===== config.mk =====
export PLATFORM = sky130hd
export DESIGN_NAME = ks_stopgo_engine
export DESIGN_NICKNAME = d
export VERILOG_FILES = /design/src/rtl/ks_stopgo_pkg.sv /design/src/rtl/ks_lfsr_seg.sv /design/src/rtl/ks_seed_buf.sv /design/src/rtl/ks_bit_fifo.sv /design/src/rtl/ks_stopgo_engine.sv
export SDC_FILE = /design/constraint.sdc
export NUM_CORES = 1
export LEC_CHECK = 0
export BUFFER_PORTS_ARGS = -buffer_cell sky130_fd_sc_hd__buf_2
export CORE_UTILIZATION = 50
export DETAILED_ROUTE_END_ITERATION = 7
export MAX_ROUTING_LAYER = met4
export PLACE_DENSITY = 0.71
export SETUP_SLACK_MARGIN = 0.05
export SYNTH_ARGS = -nofsm -noshare
export SYNTH_HDL_FRONTEND = slang
export SYNTH_SLANG_ARGS = --single-unit

===== constraint.sdc =====
create_clock -name clk -period 4.8 [get_ports clk]
set_input_delay 0.24 -clock clk [delete_from_list [all_inputs] [get_ports clk]]
set_output_delay 0.24 -clock clk [all_outputs]
set_load 0.02 [all_outputs]

===== src/rtl/ks_stopgo_pkg.sv =====
package ks_stopgo_pkg;
  typedef enum logic [1:0] {
    PH_IDLE = 2'd0,
    PH_WAIT = 2'd1,
    PH_RUN  = 2'd2
  } ks_phase_e;
endpackage


===== src/rtl/ks_lfsr_seg.sv =====
module ks_lfsr_seg #(
  parameter int LEN = 31
) (
  input  logic           clk,
  input  logic           rst_n,
  input  logic           load,
  input  logic [LEN-1:0] load_state,
  input  logic [LEN-1:0] load_taps,
  input  logic           step,
  output logic           out_bit
);
  localparam logic [LEN-1:0] ZERO_FILL = LEN'(1);

  logic [LEN-1:0] state_q, state_d;
  logic [LEN-1:0] taps_q, taps_d;

  always_comb begin
    state_d = state_q;
    taps_d  = taps_q;
    if (load) begin
      state_d = (load_state == '0) ? ZERO_FILL : load_state;
      taps_d  = load_taps;
    end else if (step) begin
      state_d = {^(state_q & taps_q), state_q[LEN-1:1]};
    end
  end

  always_ff @(posedge clk or negedge rst_n) begin
    if (!rst_n) begin
      state_q <= '0;
      taps_q  <= '0;
    end else begin
      state_q <= state_d;
      taps_q  <= taps_d;
    end
  end

  assign out_bit = state_q[0];

  assert_load_nonzero_R9: assert property (@(posedge clk) disable iff (!rst_n)
    $past(load) |-> (state_q != '0));
endmodule


===== src/rtl/ks_seed_buf.sv =====
module ks_seed_buf #(
  parameter int NEED = 100
) (
  input  logic            clk,
  input  logic            rst_n,
  input  logic            seed_valid,
  input  logic            seed_bit,
  input  logic            take,
  output logic [NEED-1:0] word,
  output logic            full
);
  localparam int CW = $clog2(NEED + 1);
  localparam logic [CW-1:0] CNT_FULL = CW'(NEED);

  logic [NEED-1:0] word_q, word_d;
  logic [CW-1:0]   cnt_q, cnt_d;

  always_comb begin
    word_d = word_q;
    cnt_d  = cnt_q;
    if (take) begin
      cnt_d = '0;
    end else if (seed_valid && (cnt_q != CNT_FULL)) begin
      word_d = {seed_bit, word_q[NEED-1:1]};
      cnt_d  = cnt_q + CW'(1);
    end
  end

  always_ff @(posedge clk or negedge rst_n) begin
    if (!rst_n) begin
      word_q <= '0;
      cnt_q  <= '0;
    end else begin
      word_q <= word_d;
      cnt_q  <= cnt_d;
    end
  end

  assign word = word_q;
  assign full = (cnt_q == CNT_FULL);

  assert_seed_bound_R2: assert property (@(posedge clk) disable iff (!rst_n)
    cnt_q <= CNT_FULL);
  assert_seed_hold_R2: assert property (@(posedge clk) disable iff (!rst_n)
    ($past(full) && !$past(take)) |-> $stable(word_q));
endmodule


===== src/rtl/ks_bit_fifo.sv =====
module ks_bit_fifo #(
  parameter int DEPTH = 8
) (
  input  logic clk,
  input  logic rst_n,
  input  logic flush,
  input  logic push,
  input  logic push_bit,
  input  logic pop,
  output logic head_bit,
  output logic not_empty,
  output logic full
);
  localparam int AW = $clog2(DEPTH);
  localparam logic [AW:0] CNT_MAX = (AW+1)'(DEPTH);

  logic [DEPTH-1:0] mem_q;
  logic [AW-1:0]    rd_q, rd_d, wr_q, wr_d;
  logic [AW:0]      cnt_q, cnt_d;
  logic             do_push, do_pop;

  assign full      = (cnt_q == CNT_MAX);
  assign not_empty = (cnt_q != '0);
  assign do_push   = push && !full && !flush;
  assign do_pop    = pop && not_empty && !flush;

  always_comb begin
    rd_d  = rd_q;
    wr_d  = wr_q;
    cnt_d = cnt_q;
    if (flush) begin
      rd_d  = '0;
      wr_d  = '0;
      cnt_d = '0;
    end else begin
      if (do_push) wr_d = wr_q + AW'(1);
      if (do_pop)  rd_d = rd_q + AW'(1);
      case ({do_push, do_pop})
        2'b10:   cnt_d = cnt_q + (AW+1)'(1);
        2'b01:   cnt_d = cnt_q - (AW+1)'(1);
        default: cnt_d = cnt_q;
      endcase
    end
  end

  always_ff @(posedge clk or negedge rst_n) begin
    if (!rst_n) begin
      rd_q  <= '0;
      wr_q  <= '0;
      cnt_q <= '0;
    end else begin
      rd_q  <= rd_d;
      wr_q  <= wr_d;
      cnt_q <= cnt_d;
    end
  end

  always_ff @(posedge clk or negedge rst_n) begin
    if (!rst_n) begin
      mem_q <= '0;
    end else if (do_push) begin
      mem_q[wr_q] <= push_bit;
    end
  end

  assign head_bit = mem_q[rd_q];

  assert_no_overflow_R10: assert property (@(posedge clk) disable iff (!rst_n)
    cnt_q <= CNT_MAX);
  assert_flush_empty_R7: assert property (@(posedge clk) disable iff (!rst_n)
    $past(flush) |-> !not_empty);
endmodule


===== src/rtl/ks_stopgo_engine.sv =====
module ks_stopgo_engine
  import ks_stopgo_pkg::*;
#(
  parameter int              LEN_A      = 31,
  parameter int              LEN_B      = 37,
  parameter int              LEN_C      = 29,
  parameter int              SEL_W      = 3,
  parameter int              OBUF_DEPTH = 8,
  parameter logic [LEN_A-1:0] BASE_A    = 31'h5000_0001,
  parameter logic [LEN_B-1:0] BASE_B    = 37'h10_0000_0021,
  parameter logic [LEN_C-1:0] BASE_C    = 29'h1400_0001
) (
  input  logic clk,
  input  logic rst_n,
  input  logic frame_start,
  input  logic seed_valid,
  input  logic seed_bit,
  input  logic ks_rd,
  output logic ks_bit,
  output logic ks_valid,
  output logic seed_underflow,
  output logic seed_full
);
  localparam int SEED_NEED = SEL_W + LEN_A + LEN_B + LEN_C;
  localparam int OFS_A     = SEL_W;
  localparam int OFS_B     = OFS_A + LEN_A;
  localparam int OFS_C     = OFS_B + LEN_B;

  ks_phase_e phase_q, phase_d;
  logic [SEED_NEED-1:0] seed_word;
  logic [SEL_W-1:0]     sel;
  logic [LEN_A-1:0]     taps_a;
  logic [LEN_B-1:0]     taps_b;
  logic [LEN_C-1:0]     taps_c;
  logic                 reload, gen, fifo_full;
  logic                 a_out, b_out, c_out;

  ks_seed_buf #(.NEED(SEED_NEED)) i_seed (
    .clk(clk), .rst_n(rst_n), .seed_valid(seed_valid), .seed_bit(seed_bit),
    .take(reload), .word(seed_word), .full(seed_full)
  );

  assign sel    = seed_word[SEL_W-1:0];
  assign taps_a = BASE_A ^ (LEN_A'(sel) << 1);
  assign taps_b = BASE_B ^ (LEN_B'(sel) << 1);
  assign taps_c = BASE_C ^ (LEN_C'(sel) << 1);

  always_comb begin
    reload  = seed_full && (frame_start || (phase_q == PH_WAIT));
    phase_d = phase_q;
    if (reload)           phase_d = PH_RUN;
    else if (frame_start) phase_d = PH_WAIT;
    gen = (phase_q == PH_RUN) && !frame_start && !fifo_full;
  end

  always_ff @(posedge clk or negedge rst_n) begin
    if (!rst_n) phase_q <= PH_IDLE;
    else        phase_q <= phase_d;
  end

  ks_lfsr_seg #(.LEN(LEN_A)) i_reg_a (
    .clk(clk), .rst_n(rst_n), .load(reload),
    .load_state(seed_word[OFS_A +: LEN_A]), .load_taps(taps_a),
    .step(gen && c_out), .out_bit(a_out)
  );

  ks_lfsr_seg #(.LEN(LEN_B)) i_reg_b (
    .clk(clk), .rst_n(rst_n), .load(reload),
    .load_state(seed_word[OFS_B +: LEN_B]), .load_taps(taps_b),
    .step(gen && !c_out), .out_bit(b_out)
  );

  ks_lfsr_seg #(.LEN(LEN_C)) i_reg_c (
    .clk(clk), .rst_n(rst_n), .load(reload),
    .load_state(seed_word[OFS_C +: LEN_C]), .load_taps(taps_c),
    .step(gen), .out_bit(c_out)
  );

  ks_bit_fifo #(.DEPTH(OBUF_DEPTH)) i_obuf (
    .clk(clk), .rst_n(rst_n), .flush(frame_start), .push(gen),
    .push_bit(a_out ^ b_out), .pop(ks_rd), .head_bit(ks_bit),
    .not_empty(ks_valid), .full(fifo_full)
  );

  assign seed_underflow = (phase_q == PH_WAIT);

  assert_flush_R7: assert property (@(posedge clk) disable iff (!rst_n)
    $past(frame_start) |-> !ks_valid);
  assert_wait_silent_R8: assert property (@(posedge clk) disable iff (!rst_n)
    seed_underflow |-> !ks_valid);
  assert_wait_exit_R8: assert property (@(posedge clk) disable iff (!rst_n)
    (seed_underflow && seed_full && !frame_start) |=> !seed_underflow);
  assert_reload_empties_R6: assert property (@(posedge clk) disable iff (!rst_n)
    $past(reload) |-> !seed_full);
endmodule


==> results by group, run 1 <==
Run status
  • Run status: finished, final reports clean

Critical path
  • Setup Crit Path Kind: flip-flop to flip-flop
  • Top delay family on crit path: simple AND/OR/NAND/NOR gates
  • CP max FO: 31
  • CP endpoint kind: flip-flop
  • CP Cell Sequence: nor4b_4 > nor2_2 > buf_4 > nor3_1 > ha_1 > a21o_2 > a21oi_1 > mux2i_1 > mux2_1
  • CP peak stage delay: ~550 ps
  • Arrival time worst endpoint: 3510 ps
  • CP Launch Type: flip-flop
  • Buffers & Inverters on Critical Path: 1
  • Critical Path Slowest Stage Cell: nor4b_4
  • WP data required: between 5000 and 6000 ps

Synth
  • Post-Synthesis Cells: 863
  • Synthesized area per cell: between 10 and 15 sq um
  • Yosys Warn Count: 0
  • Yosys reg bits: 228
  • Yosys cell types: between 60 and 70
  • Number of synthesized flops with an enable pin: 0
  • Async set or reset register ratio after synthesis: 1.00
  • Top_reg_cell synth: dfrtp_1
  • Netlist Area Pre-Place: slightly above 10000 sq um
  • Post-synthesis sequential area ratio: 0.556
  • Post-Syn Nets: 876

Routing
  • # DRC: 0
  • Iter 0 DRT Violations: 419
  • Avg WL per Cell: ~16 um
  • Pre-Repair DR Iteration Count: 4
  • DRT Wirelength: about 18 mm
  • Vias per cell: 5.63
  • Via count: about 6400
  • Routed Antenna Nets: 0

Final layout
  • P&R area growth vs syn: 9.49%
  • Post-Layout Cell Count: roughly 1100
  • Antenna cells: 0
  • Share of post-route cells with drive strength above 1: 0.207
  • NumNets Final: between 800 and 900

Place
  • DP Cell Count: 1098
  • Place WS: 1690 ps
  • GPL Wtd Cong: between 0.7 and 0.8
  • Hpwl dp: 10.9 mm
  • Buffers on Ports: 9

Timing
  • Final setup margin: 1680 ps
  • Final setup viols: 0
  • Clk_skew: 9.85 ps
  • WHS: between 100 and 150 ps
  • Hold Vio Cnt, Final: 0
  • Final Slew Violations: 0
  • Fmax: ~320 MHz
  • Fin crit share: 0.650
  • Rel. slew slack: 0.280
  • TNS Setup: 0 ps
  • Worst-Margin Slew: about 1100 ps
  • Min Tclk post-route: about 3100 ps
  • RSZ-0062 raised after global routing: false

Die
  • Initial Utilization: 0.509
  • Core area: about 20000 sq um
  • Die Span X: 145 um
  • Boundary Pins: 10
  • Die height: around 150 um
  • Number of core rows: 52
  • Die area: ~21000 sq um

Global routing
  • Grt ovf: 0
  • Busiest grt layer: met2
  • Met3 Usage GRT: 0.0277
  • GRT Total Usage: 0.186
  • Largest net degree at the start of global routing: about 120
  • Initial antenna violation count: 0
  • GR met2 Demand/Resource: 0.274
  • First-pass GRT wire length: approximately 32 mm
  • GRT met1 Usage: 0.271
  • Number of global-route vias before repair: 6303

Clock network
  • CTS Buf Count: 24
  • Post-CTS setup buffers: 0
  • Worst skew pair latency: 510 ps
  • Reg clk slew, reported paths: 60 ps
  • Hold Buf Count CTS: 2
  • Resized Gates After CTS: 0
  • Clock sink count: between 200 and 250
  • CTS tree: done
  • Clock Tree Root: clkbuf_16
  • H-tree lvl count: 1
  • Clk buf depth: 3

Power
  • VDD IR-drop max: around 0.27 mV
  • Leak: about 5.6 nW
  • Pwr/cell area: roughly 400 nW/um^2

Flow run
  • Max-Cap Viols: 0

Worst hold path
  • Hold Crit Class: primary input to flip-flop
-- cell families (layout without fill, tap and decap cells) --
kind of cell	Yosys count	count (layout)	synth area share
AND/OR/NAND/NOR	245	245	0.119
flip-flops	228	228	0.556
multiplexers	170	170	0.181
AO/OA/AOI/OAI	130	130	0.0758
buffers and inverters	67	73	0.0371
XOR/XNOR	16	16	0.0221
adder cells (fa/ha/maj)	7	7	0.00926
-- per-stage QoR --
step,utilization,power [mW],area [sq um]
global route,0.557,4.71,11200
CTS,0.557,4.56,11200
detailed placement,0.518,2.74,10400
floorplan,-,2.60,10300
global placement,0.518,2.72,10400
finish,0.557,4.50,11200
-- per-layer routing --
metal | share of wire | vias up
met3 | 0.028 | 29
met4 | 0.016 | 0
met5 | 0 | -
met2 | 0.46 | 75
met1 | 0.49 | 3228
li1 | - | 3076
-- state kept, by name (all words and copies together), names as in the netlist --
| signal | count |
|---|---|
| i_seed.word | 100 |
| i_reg_b.state_q | 37 |
| i_reg_a.state_q | 31 |
| i_reg_c.state_q | 29 |
| i_obuf.mem_q | 8 |
| i_seed.cnt_q | 7 |
| i_obuf.cnt_q | 4 |
| i_reg_a.taps_q | 4 |
| i_obuf.rd_q | 3 |
| i_obuf.wr_q | 3 |
| phase_q | 2 |
-- where the power goes --
part           switching (mW)  internal, mW  total, mW
registers               0.176          2.08       2.26
clock network           0.721          1.08       1.80
logic                   0.215         0.228      0.444
total                    1.11          3.39       4.50
-- placed cells by master (no fill, tap or decap), types with 4 or more instances in the layout --
cell	synthesis	layout
dfrtp_1	228	228
nand2_1	109	109
mux2_2	104	104
mux2i_1	62	62
nor2_1	42	42
o21ai_0	38	38
o21ai_1	34	33
nor3_1	29	29
clkbuf_16	0	25
o22ai_1	24	24
nor4_1	21	21
inv_1	14	14
a21oi_1	10	10
nand3_1	10	10
clkbuf_8	0	9
buf_2	22	8
xor2_1	7	7
buf_4	2	7
nand4_1	6	6
ha_1	6	6
a31oi_1	5	5
o221ai_1	4	4
-- cell type report --
class | count | area (sq um)
clock buffers | 36 | 757
clock inverters | 3 | 21.3
fillers | 1695 | 8930
inverters | 14 | 52.6
multi-input cells | 568 | 4200
flip-flops and latches | 228 | 5710
well taps | 270 | 338
repair buffers | 20 | 168
-- synth_stat cells, types with 3 or more instances --
cell type / n / area (sq um)
dfrtp_1: 228 / 5710
nand2_1: 109 / 409
mux2_2: 104 / 1170
mux2i_1: 62 / 621
nor2_1: 42 / 158
o21ai_0: 38 / 190
o21ai_1: 34 / 170
nor3_1: 29 / 145
o22ai_1: 24 / 150
buf_2: 22 / 110
nor4_1: 21 / 131
clkbuf_1: 19 / 71.3
inv_1: 14 / 52.6
a21oi_1: 10 / 50.1
nand3_1: 10 / 50.1
xor2_1: 7 / 61.3
ha_1: 6 / 75.1
nand4_1: 6 / 37.5
a31oi_1: 5 / 31.3
buf_6: 5 / 56.3
buf_8: 5 / 75.1
o221ai_1: 4 / 35.0
or3_1: 3 / 18.8
or4_1: 3 / 22.5
xnor2_1: 3 / 26.3
xnor3_1: 3 / 67.6
xor3_1: 3 / 71.3
-- final timing paths --
path / from / endpoint / slack, ps / cells past startpoint
min in group asynchronous: rst_n / i_seed.word[88]$_DFFE_PN0P_ / 420 / 2
max in group asynchronous: rst_n / i_reg_c.state_q[0]$_DFFE_PN0P_ / 3260 / 3
min reg2reg: i_seed.word[0]$_DFFE_PN0P_ / i_reg_a.taps_q[1]$_DFFE_PN0P_ / 470 / 2
max: i_obuf.cnt_q[1]$_DFFE_PN0P_ / i_obuf.cnt_q[3]$_DFFE_PN0P_ / 1680 / 9
min: frame_start / i_obuf.rd_q[0]$_DFFE_PN0P_ / 100 / 2
max reg2reg: i_obuf.cnt_q[1]$_DFFE_PN0P_ / i_obuf.cnt_q[3]$_DFFE_PN0P_ / 1680 / 9
Power figures use the tool's default switching activity.
==> run 2, diff against run 1 <==
--- a/config.mk
+++ b/config.mk
@@ -5,6 +5,7 @@
 export SDC_FILE = /design/constraint.sdc
 export NUM_CORES = 1
 export LEC_CHECK = 0
+export ABC_AREA = 1
 export BUFFER_PORTS_ARGS = -buffer_cell sky130_fd_sc_hd__buf_2
 export CORE_UTILIZATION = 50
 export DETAILED_ROUTE_END_ITERATION = 7
==> constraint.sdc (replaced) <==
create_clock -name clk -period 3.1 [get_ports clk]
set_input_delay 0.155 -clock clk [delete_from_list [all_inputs] [get_ports clk]]
set_output_delay 0.155 -clock clk [all_outputs]
set_load 0.02 [all_outputs]
==> results by group, run 2 <==
Critical path
  • Crit path to: i_reg_b.state_q[24]$_DFFE_PN0P_
  • Reg2reg start: i_seed.cnt_q[0]$_DFFE_PN0P_
  • Setup Crit Path Kind: flip-flop to flip-flop
  • Crit. Startpoint: i_seed.cnt_q[0]$_DFFE_PN0P_
  • Reg2Reg Depth: 9 (unchanged)
  • CP endpoint kind: flip-flop
  • Arrival time worst endpoint: 2650 ps (-860 ps)
  • CP Launch Type: flip-flop
  • CP max FO: 29 (-6.5%)
  • WP data required: 3530 ps (-1660 ps)
  • Reg2reg end: i_reg_b.state_q[24]$_DFFE_PN0P_
  • FF-to-FF setup slack: 870 ps (-800 ps)

Timing
  • Final setup viols: 0 (unchanged)
  • Rel. slew slack: 0.490 (+0.210)
  • Clk_skew: 7.98 ps (-1.87 ps)
  • Fin crit share: 0.718 (+0.0675)
  • Worst-Margin Slew: 765 ps (-312 ps)
  • Fmax: 449 MHz (+40%)
  • TNS Setup: 0 ps (unchanged)
  • Final Slew Violations: 0 (unchanged)
  • Hold Vio Cnt, Final: 0 (unchanged)
  • RSZ-0062 raised after global routing: false
  • Min Tclk post-route: 2230 ps (-896 ps)
  • Final setup margin: 874 ps (-804 ps)

Die
  • Die Span X: 145 um (about the same)
  • Die height: 145 um (about the same)
  • Boundary Pins: 10 (unchanged)
  • Number of core rows: 52 (unchanged)
  • Core area: 20200 sq um (unchanged)
  • Die area: 21100 sq um (-0.17%)
  • Initial Utilization: 0.508 (-0.000868)

Routing
  • Avg WL per Cell: 13.8 um (-13%)
  • # DRC: 0 (unchanged)
  • Via count: 7819 (+22%)
  • Routed Antenna Nets: 0 (unchanged)
  • DRT Wirelength: 20.7 mm (+15%)
  • Pre-Repair DR Iteration Count: 5 (+1)
  • Vias per cell: 5.20 (-7.6%)
  • Iter 0 DRT Violations: 542 (+29%)

Clock network
  • Post-CTS setup buffers: 0 (unchanged)
  • Reg clk slew, reported paths: 60 ps (about the same)
  • H-tree lvl count: 1 (unchanged)
  • CTS tree: done
  • Clock sink count: 228 (unchanged)
  • CTS Buf Count: 24 (unchanged)
  • Hold Buf Count CTS: 4 (+2)
  • Clock Tree Root: clkbuf_16
  • Resized Gates After CTS: 0 (unchanged)
  • Clk buf depth: 3 (unchanged)
  • Worst skew pair latency: 510 ps (about the same)

Synth
  • Post-synthesis sequential area ratio: 0.557 (+0.000950)
  • Post-Synthesis Cells: 1222 (+42%)
  • Netlist Area Pre-Place: 10200 sq um (-0.17%)
  • Async set or reset register ratio after synthesis: 1.00 (unchanged)
  • Post-Syn Nets: 1235 (+41%)
  • Yosys reg bits: 228 (unchanged)
  • Post-synth top area share: 0.557 (+0.000950)
  • Yosys Warn Count: 0 (unchanged)
  • Area leader, netlist: dfrtp_1
  • Yosys cell types: 34 (-44%)
  • Top_reg_cell synth: dfrtp_1
  • Synthesized area per cell: 8.39 sq um (-29%)
  • Synth top cells by count: nand2_1 (298), dfrtp_1 (228), o21ai_0 (192)
  • Synth area leaders: dfrtp_1 (56%), nand2_1 (11%), o21ai_0 (9.4%)
  • Number of synthesized flops with an enable pin: 0 (unchanged)
  • Most frequent cell after synthesis: nand2_1

Final layout
  • Antenna cells: 0 (unchanged)
  • Final Cell Area: 11300 sq um (+0.32%)
  • Post-Layout Cell Count: 1504 (+32%)
  • Share of post-route cells with drive strength above 1: 0.0616 (-0.146)
  • Most common cell after layout, fill and taps aside: nand2_1
  • P&R area growth vs syn: 10.0%
  • Most frequent cells in the layout: nand2_1 (298), dfrtp_1 (228), o21ai_0 (192), inv_1 (133), nor2_1 (109)
  • Max reg flops: 100 (unchanged)
  • NumNets Final: 1233 (+42%)
  • Core Util, Final: 0.559 (+0.00180)

Flow run
  • Max-Cap Viols: 0 (unchanged)

Power
  • Pwr/cell area: 683 nW/um^2 (+71%)
  • Net Sw Power: 2.20 mW (+98%)
  • Leak: 5.34 nW (-4.4%)
  • Power Internal: 5.50 mW (+62%)
  • Sw Share: 0.286 (+0.0388)
  • Seq pwr share: 0.483 (-0.018)
  • Combinational group share of total power: 0.157 (+0.058)
  • VDD IR-drop max: 0.341 mV (+28%)
  • Clock share of power: 0.360 (-0.040)

Place
  • Placed Area: 10500 sq um (+0.36%)
  • GPL Wtd Cong: 0.789 (+2.0%)
  • DP Cell Count: 1460 (+33%)
  • Buffers on Ports: 9 (unchanged)
  • Place WS: 899 ps (-788 ps)
  • Hpwl dp: 13.3 mm (+22%)

Global routing
  • First-pass GRT wire length: 36.5 mm (+15%)
  • GRT Total Usage: 0.212 (+0.0262)
  • Grt ovf: 0 (unchanged)
  • Initial antenna violation count: 0 (unchanged)
  • Number of global-route vias before repair: 7626 (+21%)
  • Largest net degree at the start of global routing: 103 (-16%)

Run status
  • Run status: finished, final reports clean

Worst hold path
  • Hold Crit Class: primary input to flip-flop
[run 2: area by class of cell]
cell class                 count  area, sq um
clock buffer                  34          699
clock inverter                 6         57.6
fill                        1837         8890
inverter                     138          519
multi-input combinational    798         3720
sequential                   228         5710
tap                          270          338
timing repair buffer          30          235
[run 2: worst min path at each step]
stage	start	to	slack [ps]	cells past startpoint
finish	seed_valid	i_seed.word[93]$_DFFE_PN0P_	270	4
floorplan	rst_n	i_obuf.cnt_q[0]$_DFFE_PN0P_	-140	0
CTS	seed_valid	i_seed.word[94]$_DFFE_PN0P_	270	4
detailed placement	rst_n	i_seed.word[89]$_DFFE_PN0P_	270	1
global placement	rst_n	i_seed.word[89]$_DFFE_PN0P_	270	1
global route	seed_valid	i_seed.word[92]$_DFFE_PN0P_	310	5
[run 2: kinds of logic after synthesis]
| group | share of synthesized area |
|---|---|
| adders and majority gates | 0.00928 |
| DFF | 0.557 |
| xor gates and xnor gates | 0.0103 |
| buffers and inverters | 0.0808 |
| AOI/OAI and AO/OA | 0.162 |
| and+or+nand+nor | 0.181 |
[run 2: per-layer routing]
layer	track usage	wire, um	vias up
met5	-	0	-
met4	0.0495	248	0
met3	0.0270	836	20
met2	0.330	9590	124
met1	0.298	10100	3733
li1	-	-	3942
[run 2: power by group through the flow]
stage               logic (mW)  clock network (mW)  registers, mW
floorplan                0.900                   0           3.68
global placement          1.17                   0           3.76
detailed placement        1.21                   0           3.77
CTS                       1.22                2.84           3.72
global route              1.41                2.95           3.78
finish                    1.21                2.77           3.72
[run 2: worst max-delay path, cell delays in order (launching register included)]
cell     delay (ps)
dfrtp_1         390
inv_1           120
ha_1            170
nand3_1         160
nor2_2          220
nand2_4         200
nand2_2         370
buf_4           310
nor2_1           60
a21oi_1         140
[run 2: stage by stage]
step / hold slack, ps / power (mW)
floorplan: -141 / 4.58
global placement: 265 / 4.93
detailed placement: 266 / 4.98
CTS: 267 / 7.78
global route: 312 / 8.15
finish: 273 / 7.70
==> run 3, diff against run 2 <==
--- a/config.mk
+++ b/config.mk
@@ -5,7 +5,7 @@
 export SDC_FILE = /design/constraint.sdc
 export NUM_CORES = 1
 export LEC_CHECK = 0
-export ABC_AREA = 1
+export ABC_AREA = 0
 export BUFFER_PORTS_ARGS = -buffer_cell sky130_fd_sc_hd__buf_2
 export CORE_UTILIZATION = 50
 export DETAILED_ROUTE_END_ITERATION = 7
==> constraint.sdc (replaced) <==
create_clock -name clk -period 2.34 [get_ports clk]
set_input_delay 0.117 -clock clk [delete_from_list [all_inputs] [get_ports clk]]
set_output_delay 0.117 -clock clk [all_outputs]
set_load 0.02 [all_outputs]
==> results by group, run 3 (synthesized netlist as in run 1, its figures left out) <==
Routing
  • Iter 0 DRT Violations: 480 (-11%)
  • Vias per cell: 5.63 (+8.2%)
  • Pre-Repair DR Iteration Count: 5 (unchanged)
  • DRT Wirelength: 18.7 mm (-9.9%)
  • # DRC: 0 (unchanged)
  • Via count: 6561 (-16%)
  • Routed Antenna Nets: 0 (unchanged)
  • Avg WL per Cell: 16.0 um (+16%)

Timing
  • RSZ-0062 raised after global routing: true
  • Fin crit share: 0.966 (+0.248)
  • WHS: 22.7 ps (-251 ps)
  • Final Slew Violations: 0 (unchanged)
  • Final setup viols: 0 (unchanged)
  • Fmax: 442 MHz (-1.5%)
  • Hold Vio Cnt, Final: 0 (unchanged)
  • Rel. slew slack: 0.577 (+0.0873)
  • Min Tclk post-route: 2260 ps (+34.8 ps)
  • Clk_skew: 12.0 ps (+4.06 ps)
  • Worst-Margin Slew: 632 ps (-133 ps)
  • Final setup margin: 79.4 ps (-795 ps)
  • TNS Setup: 0 ps (unchanged)

Critical path
  • CP peak stage delay: 450 ps (+60 ps)
  • CP max FO: 4 (-86%)
  • CP Cell Sequence: nor4b_4 > nor2_4 > nor3_4 > ha_1 > a21o_2 > a21oi_2 > mux2i_1 > mux2_1
  • Arrival time worst endpoint: 2650 ps (about the same)
  • Reg2reg start: i_obuf.cnt_q[1]$_DFFE_PN0P_
  • Setup Crit Path Kind: flip-flop to flip-flop
  • CP Launch Type: flip-flop
  • Reg2reg end: i_obuf.cnt_q[3]$_DFFE_PN0P_
  • Reg2Reg Depth: 8 (-1)
  • FF-to-FF setup slack: 80 ps (-790 ps)
  • WP data required: 2730 ps (-800 ps)
  • Critical Path Slowest Stage Cell: dfrtp_2
  • CP endpoint kind: flip-flop

Place
  • DP Cell Count: 1116 (-24%)
  • GPL Wtd Cong: 0.777 (-1.6%)
  • Place WS: -25.6 ps (-925 ps)
  • Buffers on Ports: 9 (unchanged)
  • Hpwl dp: 11.5 mm (-13%)

Final layout
  • Antenna cells: 0 (unchanged)
  • Most frequent cells in the layout: dfrtp_1 (225), nand2_1 (109), mux2_2 (104), mux2i_1 (62), nor2_1 (42)
  • Most common cell after layout, fill and taps aside: dfrtp_1
  • Storage element area: 5710 sq um (about the same)
  • Post-Layout Cell Count: 1166 (-22%)
  • Max reg flops: 100 (unchanged)
  • FILL cells: 1695 (-7.7%)
  • Area of the multi-input gates: 4230 sq um (+14%)
  • P&R area growth vs syn: 12.7%
  • Core Util, Final: 0.574 (+0.0145)
  • Share of post-route cells with drive strength above 1: 0.232 (+0.171)
  • NumNets Final: 894 (-27%)

Power
  • Leak: 5.75 nW (+7.5%)
  • Pwr/cell area: 810 nW/um^2 (+19%)
  • VDD IR-drop max: 0.432 mV (+27%)

Run status
  • Run status: finished, final reports clean

Clock network
  • CTS tree: done
  • Clock sink count: 228 (unchanged)
  • Clk buf depth: 3 (unchanged)
  • CTS Buf Count: 25 (+4.2%)
  • Worst skew pair latency: 510 ps (about the same)
  • H-tree lvl count: 1 (unchanged)
  • Clock Tree Root: clkbuf_16
  • Reg clk slew, reported paths: 60 ps (about the same)

Global routing
  • Number of global-route vias before repair: 6665 (-13%)
  • Largest net degree at the start of global routing: 87 (-16%)
  • Grt ovf: 0 (unchanged)
  • First-pass GRT wire length: 33.0 mm (-9.6%)
  • Initial antenna violation count: 0 (unchanged)
  • GRT Total Usage: 0.192 (-0.0200)

Die
  • Die height: 145 um (about the same)
  • Boundary Pins: 10 (unchanged)
  • Die area: 21100 sq um (+0.17%)
  • Core area: 20200 sq um (unchanged)
  • Number of core rows: 52 (unchanged)
  • Initial Utilization: 0.509 (+0.000868)
  • Die Span X: 145 um (about the same)

Worst hold path
  • Min-delay src: frame_start
  • Hold path depth: 3 (-1)
  • Hold Path Sink: i_obuf.wr_q[1]$_DFFE_PN0P_
  • Hold Crit Class: primary input to flip-flop

Flow run
  • Max-Cap Viols: 0 (unchanged)
[run 3: stage by stage]
stage                     power, mW  instance area (sq um)
after floorplan                5.34                  10300
after global placement         5.66                  10700
after detailed placement       5.72                  10700
after CTS                      9.47                  11600
after global routing           9.82                  11600
final                          9.38                  11600
[run 3: power by group]
| group | internal [mW] | total [mW] | switching (mW) |
|---|---|---|---|
| Sequential | 4.27 | 4.62 | 0.347 |
| Combinational | 0.562 | 1.08 | 0.514 |
| Clock | 2.18 | 3.68 | 1.50 |
| Total | 7.02 | 9.38 | 2.36 |
[run 3: per-layer routing]
layer  vias up  wire length, um  global-route usage
met5         -                0                   -
met4         0              294              0.0411
met3        26              681              0.0280
met2       102             9000               0.309
met1      3306             8700               0.261
li1       3127                -                   -
[run 3: what timing repair did]
action / CTS / global route
setup buffers: 3 / 2
resized for setup: 3 / 1
endpoints found under the hold margin: 211 / 0
endpoints found under the setup margin: 1 / 1
hold buffers: 3 / 0
pin swaps: 2 / 1
[run 3: critical path: cells and delay by family (launching register included)]
family,cells,cell delay (ps)
fa+ha+maj,1,260
simple gates,3,590
mux,2,540
compound gates,2,310
flops,1,450
[run 3: how the worst max path moves through the flow]
| stage | slack (ps) | cells after the start | from | end |
|---|---|---|---|---|
| detailed placement | -30 | 7 | i_obuf.cnt_q[0]$_DFFE_PN0P_ | i_obuf.cnt_q[3]$_DFFE_PN0P_ |
| global placement | 50 | 7 | i_obuf.cnt_q[0]$_DFFE_PN0P_ | i_obuf.cnt_q[3]$_DFFE_PN0P_ |
| finish | 80 | 8 | i_obuf.cnt_q[1]$_DFFE_PN0P_ | i_obuf.cnt_q[3]$_DFFE_PN0P_ |
| global route | -10 | 8 | i_obuf.cnt_q[1]$_DFFE_PN0P_ | i_obuf.cnt_q[3]$_DFFE_PN0P_ |
| CTS | 60 | 8 | i_obuf.cnt_q[0]$_DFFE_PN0P_ | i_obuf.cnt_q[3]$_DFFE_PN0P_ |
| floorplan | -360 | 11 | i_obuf.cnt_q[0]$_DFFE_PN0P_ | i_obuf.cnt_q[3]$_DFFE_PN0P_ |
[run 3: final cells by class]
cell class	instances	share of cell area
clock inverters	4	0.00260
flip-flops and latches	228	0.493
repair buffers	44	0.0400
clock buffers	38	0.0643
well taps	270	0.0292
multi-input cells	568	0.366
inverters	14	0.00454
